**src/rtl/bd_pkg.sv**
```systemverilog
package bd_pkg;
  typedef enum logic {
    SRC_MAIN = 1'b0,
    SRC_LOOP = 1'b1
  } src_sel_e;

  typedef struct packed {
    logic quarter;
    logic eighth;
  } ticks_t;
endpackage

```
**src/rtl/bd_slip_sync.sv**
```systemverilog
module bd_slip_sync #(
  parameter int STAGES = 2
) (
  input  logic clk,
  input  logic rst,
  input  logic req_async,
  output logic slip_pulse
);
  logic [STAGES-1:0] chain_q;
  logic              last_q;

  generate
    if (STAGES < 2) begin : g_bad
      initial $error("bd_slip_sync needs at least two stages");
    end
  endgenerate

  always_ff @(posedge clk) begin
    if (rst) begin
      chain_q <= '0;
      last_q  <= 1'b0;
    end else begin
      chain_q <= {chain_q[STAGES-2:0], req_async};
      last_q  <= chain_q[STAGES-1];
    end
  end

  assign slip_pulse = chain_q[STAGES-1] & ~last_q;

  // A held request yields only one pulse.
  p_single_pulse_r10: assert property (@(posedge clk) disable iff (rst)
    slip_pulse |=> !slip_pulse);
endmodule

```
**src/rtl/bd_divider.sv**
```systemverilog
module bd_divider
  import bd_pkg::*;
#(
  parameter int WORD_W = 4
) (
  input  logic   clk,
  input  logic   rst,
  input  logic   slip,
  output ticks_t ticks
);
  localparam int STATES = 2 * WORD_W;
  localparam int CW     = $clog2(STATES);
  localparam logic [CW-1:0] HALF_LAST = CW'(WORD_W - 1);
  localparam logic [CW-1:0] FULL_LAST = CW'(STATES - 1);

  logic [CW-1:0] cnt_q;

  always_ff @(posedge clk) begin
    if (rst) begin
      cnt_q <= '0;
    end else if (!slip) begin
      cnt_q <= (cnt_q == FULL_LAST) ? '0 : cnt_q + 1'b1;
    end
  end

  always_comb begin
    ticks.quarter = !slip && ((cnt_q == HALF_LAST) || (cnt_q == FULL_LAST));
    ticks.eighth  = !slip && (cnt_q == FULL_LAST);
  end

  // A slip swallows exactly one count.
  p_slip_holds_r9: assert property (@(posedge clk) disable iff (rst)
    slip |=> cnt_q == $past(cnt_q));
  // The counter wraps after its last state.
  p_wrap_r4: assert property (@(posedge clk) disable iff (rst)
    (!slip && cnt_q == FULL_LAST) |=> cnt_q == '0);
endmodule

```
**src/rtl/bd_shift_capture.sv**
```systemverilog
module bd_shift_capture
  import bd_pkg::*;
#(
  parameter int WORD_W = 4
) (
  input  logic              clk,
  input  logic              rst,
  input  logic              ser_a,
  input  logic              ser_b,
  input  src_sel_e          src_sel,
  input  logic              take,
  output logic [WORD_W-1:0] word_q,
  output logic              word_vld
);
  logic              bit_in;
  logic [WORD_W-1:0] sr_q;
  logic [WORD_W-1:0] sr_next;

  assign bit_in  = (src_sel == SRC_LOOP) ? ser_b : ser_a;
  // Newest bit enters at the top, so the oldest ends in bit 0.
  assign sr_next = {bit_in, sr_q[WORD_W-1:1]};

  always_ff @(posedge clk) begin
    if (rst) begin
      sr_q     <= '0;
      word_q   <= '0;
      word_vld <= 1'b0;
    end else begin
      sr_q     <= sr_next;
      word_vld <= take;
      if (take) word_q <= sr_next;
    end
  end

  p_hold_between_r8: assert property (@(posedge clk) disable iff (rst)
    !take |=> $stable(word_q));
  p_strobe_follows_r6: assert property (@(posedge clk) disable iff (rst)
    take |=> word_vld);
endmodule

```
**src/rtl/bitslip_deser.sv**
```systemverilog
module bitslip_deser
  import bd_pkg::*;
#(
  parameter int WORD_W      = 4,
  parameter int SYNC_STAGES = 2
) (
  input  logic              clk,
  input  logic              rst,
  input  logic              ser_a,
  input  logic              ser_b,
  input  logic              loop_sel,
  input  logic              mode8,
  input  logic              slip_req,
  output logic [WORD_W-1:0] word_q,
  output logic              word_vld,
  output logic              div4_en,
  output logic              div8_en
);
  logic     slip;
  ticks_t   ticks;
  logic     take;
  src_sel_e src_sel;

  assign src_sel = src_sel_e'(loop_sel);
  assign take    = mode8 ? ticks.eighth : ticks.quarter;

  bd_slip_sync #(.STAGES(SYNC_STAGES)) u_sync (
    .clk(clk), .rst(rst), .req_async(slip_req), .slip_pulse(slip)
  );

  bd_divider #(.WORD_W(WORD_W)) u_div (
    .clk(clk), .rst(rst), .slip(slip), .ticks(ticks)
  );

  bd_shift_capture #(.WORD_W(WORD_W)) u_cap (
    .clk(clk), .rst(rst), .ser_a(ser_a), .ser_b(ser_b),
    .src_sel(src_sel), .take(take), .word_q(word_q), .word_vld(word_vld)
  );

  always_ff @(posedge clk) begin
    if (rst) begin
      div4_en <= 1'b0;
      div8_en <= 1'b0;
    end else begin
      div4_en <= ticks.quarter;
      div8_en <= ticks.eighth;
    end
  end

  p_vld_with_div4_r6: assert property (@(posedge clk) disable iff (rst)
    word_vld |-> div4_en);
  p_div8_in_div4_r5: assert property (@(posedge clk) disable iff (rst)
    div8_en |-> div4_en);
  p_div4_gap_r4: assert property (@(posedge clk) disable iff (rst)
    div4_en |=> !div4_en);
  p_no_fire_on_slip_r11: assert property (@(posedge clk) disable iff (rst)
    slip |=> !div4_en && !word_vld);
endmodule

```
**config.mk**
```make
export PLATFORM = sky130hd
export DESIGN_NAME = bitslip_deser
export DESIGN_NICKNAME = d
export VERILOG_FILES = /design/src/rtl/bd_pkg.sv /design/src/rtl/bd_slip_sync.sv /design/src/rtl/bd_divider.sv /design/src/rtl/bd_shift_capture.sv /design/src/rtl/bitslip_deser.sv
export SDC_FILE = /design/constraint.sdc
export NUM_CORES = 1
export LEC_CHECK = 0
export BUFFER_PORTS_ARGS = -buffer_cell sky130_fd_sc_hd__buf_2
export CAP_MARGIN = 40
export CORE_MARGIN = 3
export CORE_UTILIZATION = 40
export CTS_CLUSTER_DIAMETER = 120
export DETAILED_ROUTE_END_ITERATION = 8
export PLACE_DENSITY = 0.73
export SYNTH_ARGS = -nofsm -noshare
export SYNTH_HDL_FRONTEND = slang
export SYNTH_HIERARCHICAL = 1
export SYNTH_SLANG_ARGS = --single-unit
```
**constraint.sdc**
```tcl
create_clock -name clk -period 1.6 [get_ports clk]
set_input_delay 0.16 -clock clk [delete_from_list [all_inputs] [get_ports clk]]
set_output_delay 0.16 -clock clk [all_outputs]
set_load 0.01 [all_outputs]
```
==> results.json <==
{
  "drt-wirelength-per-cell_um": 10.7,
  "hold_violations": 0,
  "p_sw_uw": 161,
  "leakagePower_uw": 0.000315,
  "ff2ff_path_depth": 6,
  "maxSlewViolCount": 0,
  "intPower_uw": 583,
  "drive_gt1_share_pct": 40.0,
  "ys_warn_count": 6,
  "clockRootBuffer": "clkbuf_4",
  "fin_area_um2": 694,
  "r2r_start": "u_div/cnt_q[0]",
  "nNetsFinal": 76,
  "coreArea_um2": 1220,
  "skew_ps": 4.21,
  "worst_slew_pin_slew_ps": 273,
  "syn2layout_area_growth_pct": 21.7,
  "clock_power_share_pct": 35.5,
  "fin_tns_setup_ps": 0,
  "final_common_cell": "dfxtp_1",
  "postCtsResizedCells": 0,
  "hold_buffers": 0,
  "first_global_vias": 320,
  "worst_r2r_endpoint": "u_cap/word_q[2]",
  "grt_usage_pct": 10.7,
  "finalSetupViolCount": 0,
  "r2r_setup_slack_ps": 60,
  "post_cts_buffers": 0,
  "clk_latency_ps": 290,
  "grt_max_degree": 17,
  "antenna_left": 0,
  "grt_overflow": 0,
  "routabilityCongestion": 0.611,
  "synth-seq-cells": 16,
  "tritoncts": "built",
  "swShare_pct": 21.7,
  "fp.dieH_um": 43.8,
  "ir_worst_vdd_mv": 0.660,
  "synth.avg_cell_area_um2": 11.6,
  "synthCells": 49,
  "end_kind": "flip-flop",
  "drc_errors": 0,
  "drv_cap": 0,
  "period_minus_slack_ps": 1540,
  "critPathArrivalTime_ps": 1710,
  "hold_path_class": "in -> reg",
  "seqPwrFrac_pct": 57.1,
  "cp_max_fo": 6,
  "power.density_nw_per_um2": 1070,
  "mostFrequentLayoutCells": "dfxtp_1, buf_2, nor2b_1",
  "synth_nets": 59,
  "crit_path_end": "u_cap/word_q[2]",
  "clock_path_buffers": 2,
  "cp_slowest_cell": "dfxtp_2",
  "crit_path_start_kind": "flip-flop",
  "fillers": 108,
  "num_vias": 373,
  "cts_num_sinks": 16,
  "ys_seq_area_share_pct": 56.1,
  "worst_path_largest_cell_delay_ps": 340,
  "worstPathRequired_ps": 1770,
  "slew_headroom_pct": 81.8,
  "htree_levels": 1,
  "cp_top_family": "multiplexers",
  "final_util_pct": 57.1,
  "synth_top_area_share_pct": 56.1,
  "critPathBufInv": 0,
  "floorplan.initialDensity_pct": 46.9,
  "portBuffers": 13,
  "die_w_um": 43.8,
  "crit_start": "u_div/cnt_q[0]",
  "synth.area.top_cells": "dfxtp_1, mux2i_1, nor2b_1, ha_1, nor2_1",
  "synth_area_um2": 571,
  "wl_um": 844,
  "p_comb_share_pct": 7.3,
  "path_clk_slew_ps": 90,
  "drt-pass1-iter-count": 1,
  "rsz0062_at_grt": "no",
  "pin_count": 14,
  "place_area_um2": 646,
  "hpwl_um": 593,
  "grt_pass1_wl_um": 1430,
  "diodes": 0,
  "max_freq_ghz": 0.651,
  "cts_made_buffers": 3,
  "drt-vias-per-instance": 4.72,
  "antenna_found_initial": 0,
  "cp_common_cell": "ha_2",
  "dieArea_um2": 1920,
  "status": "completed",
  "fin_crit_sh_pct": 96.0,
  "yosysTopAreaCell": "dfxtp_1",
  "cp_num_cells": 6,
  "core.rowCount": 12,
  "criticalPathCategory": "reg -> reg",
  "drt_first_iter_violations": 0,
  "cp_cell_sequence": "ha_2 > ha_2 > and2b_2 > mux2_4 > mux2i_1 > nor2_1",
  "ys_types": 13
}
-- flip-flops by register name (all words and copies together) (netlist names) --
| signal | flops |
|---|---|
| div4_en | 1 |
| div8_en | 1 |
| u_cap/sr_q | 3 |
| u_cap/word_q | 4 |
| u_sync/last_q | 1 |
| u_sync/chain_q | 2 |
| u_div/cnt_q | 3 |
| u_cap/word_vld | 1 |
-- cell type report --
class	instances	area (um2)	share of cell area, %
well taps	14	17.5	2.52
clock buffers	4	36.3	5.23
multi-input cells	32	253	36.4
repair buffers	13	65.1	9.37
flip-flops and latches	16	323	46.5
-- cell families (layout without fill, tap and decap cells) --
| family | count (synthesis) | after routing | share of synthesized area (%) |
|---|---|---|---|
| multiplexers | 7 | 7 | 13.2 |
| AND/OR/NAND/NOR | 20 | 20 | 19.7 |
| adder cells (fa/ha/maj) | 3 | 3 | 6.58 |
| flip-flops | 16 | 16 | 56.1 |
| AO/OA/AOI/OAI | 2 | 2 | 3.07 |
| buffers and inverters | 1 | 17 | 1.32 |
-- how the worst min path moves through the flow --
stage	startpoint	end	slack, ps	cells after the start
2_1_floorplan	rst	u_cap/word_q[3]	220	1
3_3_place_gp	slip_req	u_sync/chain_q[0]	370	2
3_5_place_dp	slip_req	u_sync/chain_q[0]	390	2
4_1_cts	slip_req	u_sync/chain_q[0]	80	2
5_1_grt	slip_req	u_sync/chain_q[0]	80	2
6_report	slip_req	u_sync/chain_q[0]	90	2
-- worst register-to-register path, cell delays in order (launching register included) --
cell     delay [ps]
dfxtp_2         340
ha_2            170
ha_2            160
and2b_2         190
mux2_4          310
mux2i_1         180
nor2_1           70
-- cell usage after synthesis --
library cell / number
dfxtp_1: 16
nor2b_1: 8
nor2_1: 7
mux2i_1: 6
ha_1: 3
and2b_2: 2
a211oi_2: 1
a21oi_1: 1
buf_4: 1
mux2_4: 1
nand2_1: 1
nor2b_2: 1
or3_1: 1
-- per-stage QoR --
step | instances | hold slack (ps) | total power [uW] | setup slack [ps]
2_1_floorplan | 49 | 225 | 465 | 48.4
3_3_place_gp | 75 | 374 | 485 | 90.0
3_5_place_dp | 75 | 386 | 488 | 29.9
4_1_cts | 79 | 82.0 | 752 | 12.3
5_1_grt | 79 | 81.7 | 788 | 23.4
6_report | 79 | 89.7 | 744 | 64.4
-- power groups by stage --
stage / Combinational [uW] / Sequential [uW] / Clock (uW)
after floorplan: 32.7 / 433 / 0
after global placement: 52.7 / 432 / 0
after detailed placement: 54.9 / 433 / 0
after CTS: 55.4 / 424 / 272
after global routing: 64.4 / 429 / 295
final: 54.6 / 425 / 265
-- layer usage --
layer | global-route usage [%] | vias up | part of all wire [%]
met4 | 3.61 | 0 | 0.83
met1 | 11.5 | 170 | 42
met3 | 7.47 | 2 | 8.3
met2 | 16.6 | 11 | 48
met5 | 0 | - | 0
li1 | - | 190 | -
(Power assumes the default switching activity.)
